--- src/rtl/psr_pkg.sv ---
package psr_pkg;

   localparam int CODE_W = 3;
   localparam int NCODE  = 1 << CODE_W;

   typedef enum logic [CODE_W-1:0] {
      WIN_FULL = 3'd0,
      WIN_LO2  = 3'd1,
      WIN_LO4  = 3'd2,
      WIN_LO8  = 3'd3,
      WIN_NONE = 3'd4,
      WIN_HI2  = 3'd5,
      WIN_HI4  = 3'd6,
      WIN_HI8  = 3'd7
   } win_code_e;

endpackage

--- src/rtl/psr_window.sv ---
module psr_window
   import psr_pkg::*;
#(
   parameter int ADDR_W = 21
) (
   input  win_code_e            code,
   output logic [ADDR_W-1:0]    lo,
   output logic [ADDR_W-1:0]    hi,
   output logic                 en
);

   localparam logic [ADDR_W-1:0] ONES = '1;

   if (ADDR_W < 3) begin : g_bad_width
      $error("psr_window: ADDR_W must be at least 3");
   end

   function automatic logic [ADDR_W-1:0] base_of(input int c);
      case (c)
         5:       return ONES ^ (ONES >> 1);
         6:       return ONES ^ (ONES >> 2);
         7:       return ONES ^ (ONES >> 3);
         default: return '0;
      endcase
   endfunction

   function automatic logic [ADDR_W-1:0] top_of(input int c);
      case (c)
         1:       return ONES >> 1;
         2:       return ONES >> 2;
         3:       return ONES >> 3;
         default: return ONES;
      endcase
   endfunction

   logic [ADDR_W-1:0] lo_tab [NCODE];
   logic [ADDR_W-1:0] hi_tab [NCODE];
   logic [NCODE-1:0]  en_tab;

   for (genvar c = 0; c < NCODE; c++) begin : g_code
      assign lo_tab[c] = base_of(c);
      assign hi_tab[c] = top_of(c);
      assign en_tab[c] = (c != int'(WIN_NONE));
   end

   assign lo = lo_tab[code];
   assign hi = hi_tab[code];
   assign en = en_tab[code];

endmodule

--- src/rtl/psr_cfg_reg.sv ---
module psr_cfg_reg
   import psr_pkg::*;
#(
   parameter int CFG_W = 21
) (
   input  logic             clk,
   input  logic             rst_n,
   input  logic             we,
   input  logic [CFG_W-1:0] wdata,
   output win_code_e        code,
   output logic             rsv_err
);

   if (CFG_W <= CODE_W) begin : g_bad_cfg
      $error("psr_cfg_reg: CFG_W must leave at least one reserved bit");
   end

   logic rsv_hit;
   assign rsv_hit = |wdata[CFG_W-1:CODE_W];

   always_ff @(posedge clk or negedge rst_n) begin
      if (!rst_n) begin
         code    <= WIN_FULL;
         rsv_err <= 1'b0;
      end else if (we) begin
         if (rsv_hit) begin
            rsv_err <= 1'b1;
         end else begin
            rsv_err <= 1'b0;
            code    <= win_code_e'(wdata[CODE_W-1:0]);
         end
      end
   end

   // a rejected write keeps the code and raises the flag
   p_rsv_keep_r6: assert property (@(posedge clk) disable iff (!rst_n)
      (we && rsv_hit) |=> ($stable(code) && rsv_err));

endmodule

--- src/rtl/psr_sleep_timer.sv ---
module psr_sleep_timer #(
   parameter int LIMIT = 500
) (
   input  logic clk,
   input  logic rst_n,
   input  logic sleep_n,
   input  logic dpd_off,
   output logic psr_q
);

   localparam int CW = $clog2(LIMIT + 1);

   if (LIMIT < 1) begin : g_bad_limit
      $error("psr_sleep_timer: LIMIT must be at least 1");
   end

   logic [CW-1:0] cnt;

   always_ff @(posedge clk or negedge rst_n) begin
      if (!rst_n) begin
         cnt   <= '0;
         psr_q <= 1'b0;
      end else if (sleep_n) begin
         cnt   <= '0;
         psr_q <= 1'b0;
      end else if (!psr_q) begin
         if (!dpd_off) begin
            cnt <= '0;
         end else if (cnt == CW'(LIMIT)) begin
            psr_q <= 1'b1;
         end else begin
            cnt <= cnt + CW'(1);
         end
      end
   end

   // entry only after the full count
   p_enter_timed_r7: assert property (@(posedge clk) disable iff (!rst_n)
      $rose(psr_q) |-> ($past(cnt) == CW'(LIMIT)));

   // a high sample clears both count and state
   p_abort_clear_r8: assert property (@(posedge clk) disable iff (!rst_n)
      sleep_n |=> (cnt == '0 && !psr_q));

   // no entry without the disable bit
   p_dpd_gate_r9: assert property (@(posedge clk) disable iff (!rst_n)
      (!psr_q && !dpd_off) |=> !psr_q);

endmodule

--- src/rtl/psr_refresh.sv ---
module psr_refresh
   import psr_pkg::*;
#(
   parameter int ADDR_W  = 21,
   parameter int REF_DIV = 390
) (
   input  logic              clk,
   input  logic              rst_n,
   input  win_code_e         cfg_code,
   output logic [ADDR_W-1:0] act_lo,
   output logic [ADDR_W-1:0] act_hi,
   output logic              act_en,
   output logic              ref_req,
   output logic [ADDR_W-1:0] ref_row
);

   localparam int DIV_W = $clog2(REF_DIV);

   if (REF_DIV < 2) begin : g_bad_div
      $error("psr_refresh: REF_DIV must be at least 2");
   end

   win_code_e         act_code;
   logic [DIV_W-1:0]  div;
   logic              tick;
   logic              reload_q;
   logic [ADDR_W-1:0] row;

   psr_window #(.ADDR_W(ADDR_W)) u_win (
      .code (act_code),
      .lo   (act_lo),
      .hi   (act_hi),
      .en   (act_en)
   );

   assign tick = (div == DIV_W'(REF_DIV - 1));

   always_ff @(posedge clk or negedge rst_n) begin
      if (!rst_n) begin
         div <= '0;
      end else if (tick) begin
         div <= '0;
      end else begin
         div <= div + DIV_W'(1);
      end
   end

   always_ff @(posedge clk or negedge rst_n) begin
      if (!rst_n) begin
         act_code <= WIN_FULL;
         reload_q <= 1'b0;
         row      <= '0;
         ref_req  <= 1'b0;
         ref_row  <= '0;
      end else begin
         reload_q <= 1'b0;
         ref_req  <= 1'b0;
         if (reload_q) begin
            row <= act_lo;
         end
         if (tick) begin
            if (cfg_code != act_code) begin
               act_code <= cfg_code;
               reload_q <= 1'b1;
            end else if (act_en) begin
               ref_req <= 1'b1;
               ref_row <= row;
               row     <= (row == act_hi) ? act_lo : row + ADDR_W'(1);
            end
         end
      end
   end

   // every request lies inside the window in force
   p_req_in_win_r3: assert property (@(posedge clk) disable iff (!rst_n)
      ref_req |-> (ref_row >= act_lo && ref_row <= act_hi));

   // requests are single-cycle pulses
   p_req_pulse_r3: assert property (@(posedge clk) disable iff (!rst_n)
      ref_req |=> !ref_req);

   // an empty window never requests refresh
   p_none_quiet_r4: assert property (@(posedge clk) disable iff (!rst_n)
      !act_en |-> !ref_req);

endmodule

--- src/rtl/psr_ctrl.sv ---
module psr_ctrl
   import psr_pkg::*;
#(
   parameter int ADDR_W   = 21,
   parameter int CFG_W    = 21,
   parameter int CLK_KHZ  = 50_000,
   parameter int SLEEP_NS = 10_000,
   parameter int REF_DIV  = 390
) (
   input  logic              clk,
   input  logic              rst_n,
   input  logic              cfg_we,
   input  logic [CFG_W-1:0]  cfg_wdata,
   input  logic              deep_pd_off,
   input  logic              sleep_n,
   input  logic              cmd_valid,
   input  logic [ADDR_W-1:0] cmd_addr,
   output logic              arr_valid,
   output logic              not_kept,
   output logic              in_psr,
   output logic              ref_req,
   output logic [ADDR_W-1:0] ref_row,
   output logic              rsv_err
);

   localparam int SLEEP_CYC = (SLEEP_NS * CLK_KHZ + 999_999) / 1_000_000;

   if (SLEEP_CYC < 1) begin : g_bad_sleep
      $error("psr_ctrl: sleep time rounds to zero cycles");
   end

   win_code_e         cfg_code;
   logic [ADDR_W-1:0] act_lo;
   logic [ADDR_W-1:0] act_hi;
   logic              act_en;
   logic              psr_q;

   psr_cfg_reg #(.CFG_W(CFG_W)) u_cfg (
      .clk     (clk),
      .rst_n   (rst_n),
      .we      (cfg_we),
      .wdata   (cfg_wdata),
      .code    (cfg_code),
      .rsv_err (rsv_err)
   );

   psr_refresh #(.ADDR_W(ADDR_W), .REF_DIV(REF_DIV)) u_ref (
      .clk      (clk),
      .rst_n    (rst_n),
      .cfg_code (cfg_code),
      .act_lo   (act_lo),
      .act_hi   (act_hi),
      .act_en   (act_en),
      .ref_req  (ref_req),
      .ref_row  (ref_row)
   );

   psr_sleep_timer #(.LIMIT(SLEEP_CYC)) u_tmr (
      .clk     (clk),
      .rst_n   (rst_n),
      .sleep_n (sleep_n),
      .dpd_off (deep_pd_off),
      .psr_q   (psr_q)
   );

   assign in_psr    = psr_q & ~sleep_n;
   assign arr_valid = cmd_valid & ~in_psr;
   assign not_kept  = arr_valid &
                      (~act_en | (cmd_addr < act_lo) | (cmd_addr > act_hi));

   // a not-retained mark only accompanies a forwarded command
   p_flag_fwd_r2: assert property (@(posedge clk) disable iff (!rst_n)
      not_kept |-> arr_valid);

endmodule

--- config.mk ---
export PLATFORM = sky130hd
export DESIGN_NAME = psr_ctrl
export DESIGN_NICKNAME = d
export VERILOG_FILES = /design/src/rtl/psr_pkg.sv /design/src/rtl/psr_window.sv /design/src/rtl/psr_cfg_reg.sv /design/src/rtl/psr_sleep_timer.sv /design/src/rtl/psr_refresh.sv /design/src/rtl/psr_ctrl.sv
export SDC_FILE = /design/constraint.sdc
export NUM_CORES = 1
export LEC_CHECK = 0
export CAP_MARGIN = 20
export CORE_ASPECT_RATIO = 1.4
export CORE_MARGIN = 1.5
export CORE_UTILIZATION = 40
export CTS_CLUSTER_SIZE = 40
export DETAILED_ROUTE_END_ITERATION = 12
export GPL_TIMING_DRIVEN = 0
export HOLD_SLACK_MARGIN = 0.12
export REMOVE_ABC_BUFFERS = 1
export SLEW_MARGIN = 0
export SYNTH_ARGS = -nofsm -noshare
export SYNTH_HDL_FRONTEND = slang
export SYNTH_HIERARCHICAL = 1
export SYNTH_SLANG_ARGS = --single-unit
--- constraint.sdc ---
create_clock -name clk -period 3.2 [get_ports clk]
set_input_delay 0.8 -clock clk [delete_from_list [all_inputs] [get_ports clk]]
set_output_delay 0.8 -clock clk [all_outputs]
set_load 0.005 [all_outputs]
-- After elaboration in Yosys (flattened, before gate mapping)
Memories as Yosys holds them, arrays and structs flattened.
Cells that the tools add are included.
W data, S select, Z words.
- output and inout port bits: 26
- memories kept: 3
- word-level logic and storage cells: 67
- register bits: 70
- bits of input ports: 48
- ROM bits: 344
- memory list (memory ; depth ; width ; rd ports ; clocked after Yosys merged registers in ; wr ports ; RTL line ; source):
    (name not given) ; 8 ; 21 ; 1 ; 0 ; 0 ; psr_window.sv:47 ; assign hi = hi_tab[code];
    (name not given) ; 8 ; 21 ; 1 ; 0 ; 0 ; psr_window.sv:46 ; assign lo = lo_tab[code];
    (name not given) ; 8 ; 1 ; 1 ; 0 ; 0 ; psr_window.sv:48 ; assign en = en_tab[code];
- $lt $le $gt $ge: 4
- bitwise gates (word level): 11
- muxes and demuxes: 25
- add/subtract/negate cells: 3
- equality and inequality tests: 6
- reduce and logical (&&, ||, !) cells: 5
- operators with widths (kind ; count):
    $mux W21 ; 9
    $mux W9 ; 5
    $add A21 B1 Y21 const B ; 1
    $eq A21 B21 Y1 ; 1
    $gt A21 B21 Y1 ; 1
    $lt A21 B21 Y1 ; 1
    $add A9 B1 Y9 const B ; 2
    $eq A9 B9 Y1 const B ; 2
    $reduce_or A18 Y1 ; 1
    $mux W1 ; 11
    $reduce_and A2 Y1 ; 3
    $not A1 Y1 ; 5
    $ge A4 B4 Y1 const B ; 1
    $lt A3 B4 Y1 const B ; 1
    $not A3 Y4 ; 1
    $and A1 B1 Y1 ; 3
    $ne A3 B3 Y1 ; 1
    $ne A3 B3 Y1 const B ; 1
    $reduce_and A3 Y1 ; 1
    $ne A2 B2 Y1 const B ; 1
    $or A1 B1 Y1 ; 2

-- Longest topological paths before layout
- depth after elaboration: 9
- gate-level depth with buffers: 11

-- By module
The synthesis kept the hierarchy.
- modules (own cells, without submodules) (module ; instances ; area each (µm²) ; cells each):
    psr_refresh ; 1 ; 2904.0 ; 309
    psr_ctrl ; 1 ; 1071.0 ; 147
    psr_sleep_timer ; 1 ; 684.4 ; 76
    psr_window ; 1 ; 330.3 ; 45
    psr_cfg_reg ; 1 ; 193.9 ; 17

-- Least setup slack after synthesis
Ideal clock, no wire load.
- path type: input -> output
- start: in cmd_addr[4]
- end: out not_kept
- arrival time: 2243 ps
- data required time: 2400 ps
- stages on the path: 6
- path slack: 157 ps
- path through: ha_1 -> or4_1 -> a21oi_1 -> a211oi_1 -> o31a_1 -> o32ai_2
- word-level cells in the longest chain between the ends: 4
- elaborated cells on any way between the ends: 5
- RTL lines (what ; RTL line ; source):
    start, declared ; psr_ctrl.sv:17 ; input logic [ADDR_W-1:0] cmd_addr,
    $lt A21 B21 Y1 ; psr_ctrl.sv:69 ; (~act_en | (cmd_addr < act_lo) | (cmd_addr > act_hi));
    $or A1 B1 Y1 ; psr_ctrl.sv:69 ;
    $or A1 B1 Y1 (*) ; psr_ctrl.sv:69 ;
    $and A1 B1 Y1 (*) ; psr_ctrl.sv:68 ; assign not_kept = arr_valid &
    end, declared ; psr_ctrl.sv:19 ; output logic not_kept,
Mark *: on every way between the ends. The rest lies on a longest branch, timed or not.

-- Worst setup path after layout
Same ends and word-level chain as after synthesis.

==> run metrics <==
shortest period the worst path allows 3210 ps; fin crit share 100%; Arrival @ worst endpoint 2410 ps; GRT met1 Usage 21.9%; CP endpoint kind output port; CP Buf/Inv Count 2; violated checks negative setup slack; P_leak 3.02 nW; Async SR Flop Fraction 100%; status finished, violations left; IO Pins 74; vias per cell 5.26; Syn Area/Cell 8.73 um2; ant diodes 0; setup ws final -6.00 ps; design area 6580 um2; DIE AREA 13700 um2; vias in the first global route 4494; worst skew pair latency 330 ps; DRT Wirelength 13.4 mm; Fin Clk Skew 7.16 ps; EDFF count, synth 0; maximum VDD drop 0.000252 V; post-synth top area cell dfrtp_1; layout cell share with drive strength beyond 1 16.3%; gr ovfl total 0; CP peak stage delay 530 ps; # port buffers 73; number of remaining DRC errors 0; Routed wire per std cell 16.1 um; post-synthesis mux area share 1.52%; CTS H-Tree Depth 3; crit path max-delay cell type or4_4; critical path cell sequence buf_8 -> ha_4 -> or4_4 -> a21oi_2 -> a211oi_2 -> o31a_1 -> o32ai_2 -> buf_2; CTS Buffer Depth 2; gpl congestion 0.819; DR pass1 iterations 5; NumNets Final 770; Sink Count 70; post-synthesis simple-gate area fraction 22.9%; fill count 1207; Synth Warn # 6; Area Growth Syn to Fin 26.9%; #FFs+latches synth 70; Compound-Gate Fraction of Synth Area 11.5%; die span in x 99.2 um; unrepaired setup endpoints after global routing yes; hold crit path type reg2reg; CP max FO 2; crit start category primary input; highest clock rate 0.312 GHz; top post-synthesis cells by area dfrtp_1 34%, ha_1 11%, nand2_1 6.4%, xnor2_1 5.6%, buf_4 5.4%; hold slack final 478 ps; peak-usage layer in the global routing report met2; met3 Use GR 2.89%; Netlist cell types 72; largest net degree at the start of global routing 71; first-pass GRT wire length 21.6 mm; Least-Margin Pin Slew 885 ps; CTS Buf Count 9; Critical Path RT 2400 ps; all-layer global routing usage 20.2%; power per cell area 341 nW/um2; root buffer cell clkbuf_16; top cell type's share of synthesized area 33.8%; predominant post-synthesis flop cell dfrtp_1; Post-Syn Area 5180 um2; Detail Route Antenna Nets 0; final setup fails 1; Die Height 138 um; initial cell density of the core 40.6%; Adder-Cell Fraction of Synth Area 11.1%; Worst-path clk slew 50 ps; critical path class in2out; Iter 0 DRT Violations 208; kind of cell adding the most delay to the critical path compound AO/OA/AOI/OAI gates; Slew Limit Fails 0; via count 4381; top-count cell post-synth nand2_1; initial antenna violation count 0; placed cell area 5870 um2; XOR/XNOR share of the synthesized area 7.94%; met2 Usage GRT 38.4%; Max-Cap Viols 0; synth cell count leaders 88 x nand2_1, 70 x dfrtp_1, 50 x inv_1; register area share after synthesis 33.8%; slew margin rel. 41.0%; largest family of logic cells by synthesized area simple AND/OR/NAND/NOR gates; Post-DP HPWL 9.77 mm; CTS tree built; core box area 12800 um2; row cnt 49; cell count after synthesis 594; Hold Vio Cnt, Final 0
cell usage in the layout, fill, tap and decap left out, drive strengths merged, types with 5 or more instances in the layout:
cell           count
xor2              14
and3               7
a21oi             33
nand3             25
nor4               7
nor2              36
nand4             21
o21ai             12
xnor2             33
clkdlybuf4s50     50
and2               5
dlygate4sd2        5
nand2b             5
nor3               6
mux2               7
clkbuf            15
conb              36
dfrtp             70
or4                6
o221a              5
and4               6
buf               33
a21o              10
nand2             88
ha                46
inv               51
cell type report:
type,count,area [um2],area share (%)
clock inverters,3,42.5,0.647
well taps,153,191,2.91
repair buffers,93,842,12.8
flip-flops and latches,70,1760,26.7
multi-input cells,451,3280,49.9
inverters,51,196,2.99
clock buffers,12,267,4.05
path summary, 6_finish.rpt:
| path | start | to | slack, ps | cells past startpoint |
|---|---|---|---|---|
| worst min-delay path | u_ref/ref_row[0]$_DFFE_PN0P_ | u_ref/ref_row[0]$_DFFE_PN0P_ | 480 | 2 |
| worst max-delay path | cmd_addr[4] | not_kept | -6 | 8 |
| max in group asynchronous | rst_n | u_ref/act_code[2]$_DFFE_PN0P_ | 2000 | 1 |
| worst max register to register | u_ref/act_code[2]$_DFFE_PN0P_ | u_ref/row[14]$_DFF_PN0_ | 270 | 10 |
| min in group asynchronous | rst_n | u_ref/ref_row[20]$_DFFE_PN0P_ | 580 | 1 |
| worst min register to register | u_ref/ref_row[0]$_DFFE_PN0P_ | u_ref/ref_row[0]$_DFFE_PN0P_ | 480 | 2 |
where the power goes:
group | leakage (nW) | internal [mW] | total [mW] | switching [mW]
logic | 1.95 | 0.150 | 0.302 | 0.151
registers | 0.922 | 0.895 | 0.914 | 0.0188
clock network | 0.151 | 0.661 | 1.03 | 0.365
state kept, by name (all words and copies together), names as in the netlist:
register and flops:
u_ref/div 9, u_cfg/rsv_err 1, u_tmr/cnt 9, u_ref/reload_q 1, u_ref/ref_row 21, u_ref/act_code 3
u_ref/ref_req 1, u_cfg/code 3, u_tmr/psr_q 1, u_ref/row 21
metal layers:
| metal | wire, um | share of wire, % |
|---|---|---|
| met3 | 328 | 2.4 |
| met4 | 471 | 3.5 |
| met2 | 7200 | 54 |
| met1 | 5430 | 40 |
| met5 | 0 | 0 |
worst reg2reg max path, stage by stage, from the launching register on:
cell      delay [ps]
dfrtp_2          440
clkbuf_2         150
or3b_1           260
inv_1             60
or4_4            560
or2_1            400
buf_16           240
inv_6            200
nand3_1          120
xnor2_1          140
mux2_2           260
kinds of logic (layout without fill, tap and decap cells):
group                    after synthesis  in the layout
AO/OA/AOI/OAI                         86             86
XOR/XNOR                              47             47
flip-flops                            70             70
multiplexers                           7              7
AND/OR/NAND/NOR                      229            229
buffers and inverters                107            159
other                                  2             36
adder cells (fa/ha/maj)               46             46
metrics by stage:
step	worst slack (ps)	util (%)	cells	total power, mW	TNS [ps]
final	-6.00	51.6	833	2.24	-6.00
after global routing	-55.1	51.6	833	2.34	-55.1
after CTS	-4.02	50.9	826	2.24	-4.02
after detailed placement	-891	46.0	799	1.18	-1100
after global placement	-1090	45.9	798	1.17	-77100
after floorplan	157	-	572	1.05	0
what timing repair did:
item,4_1_cts,5_1_grt
resized for setup,108,7
pin swaps,36,9
endpoints found under the setup margin,2,1
setup buffers,12,5
hold buffers,0,0
No activity file was read; power rests on OpenSTA's default activity.
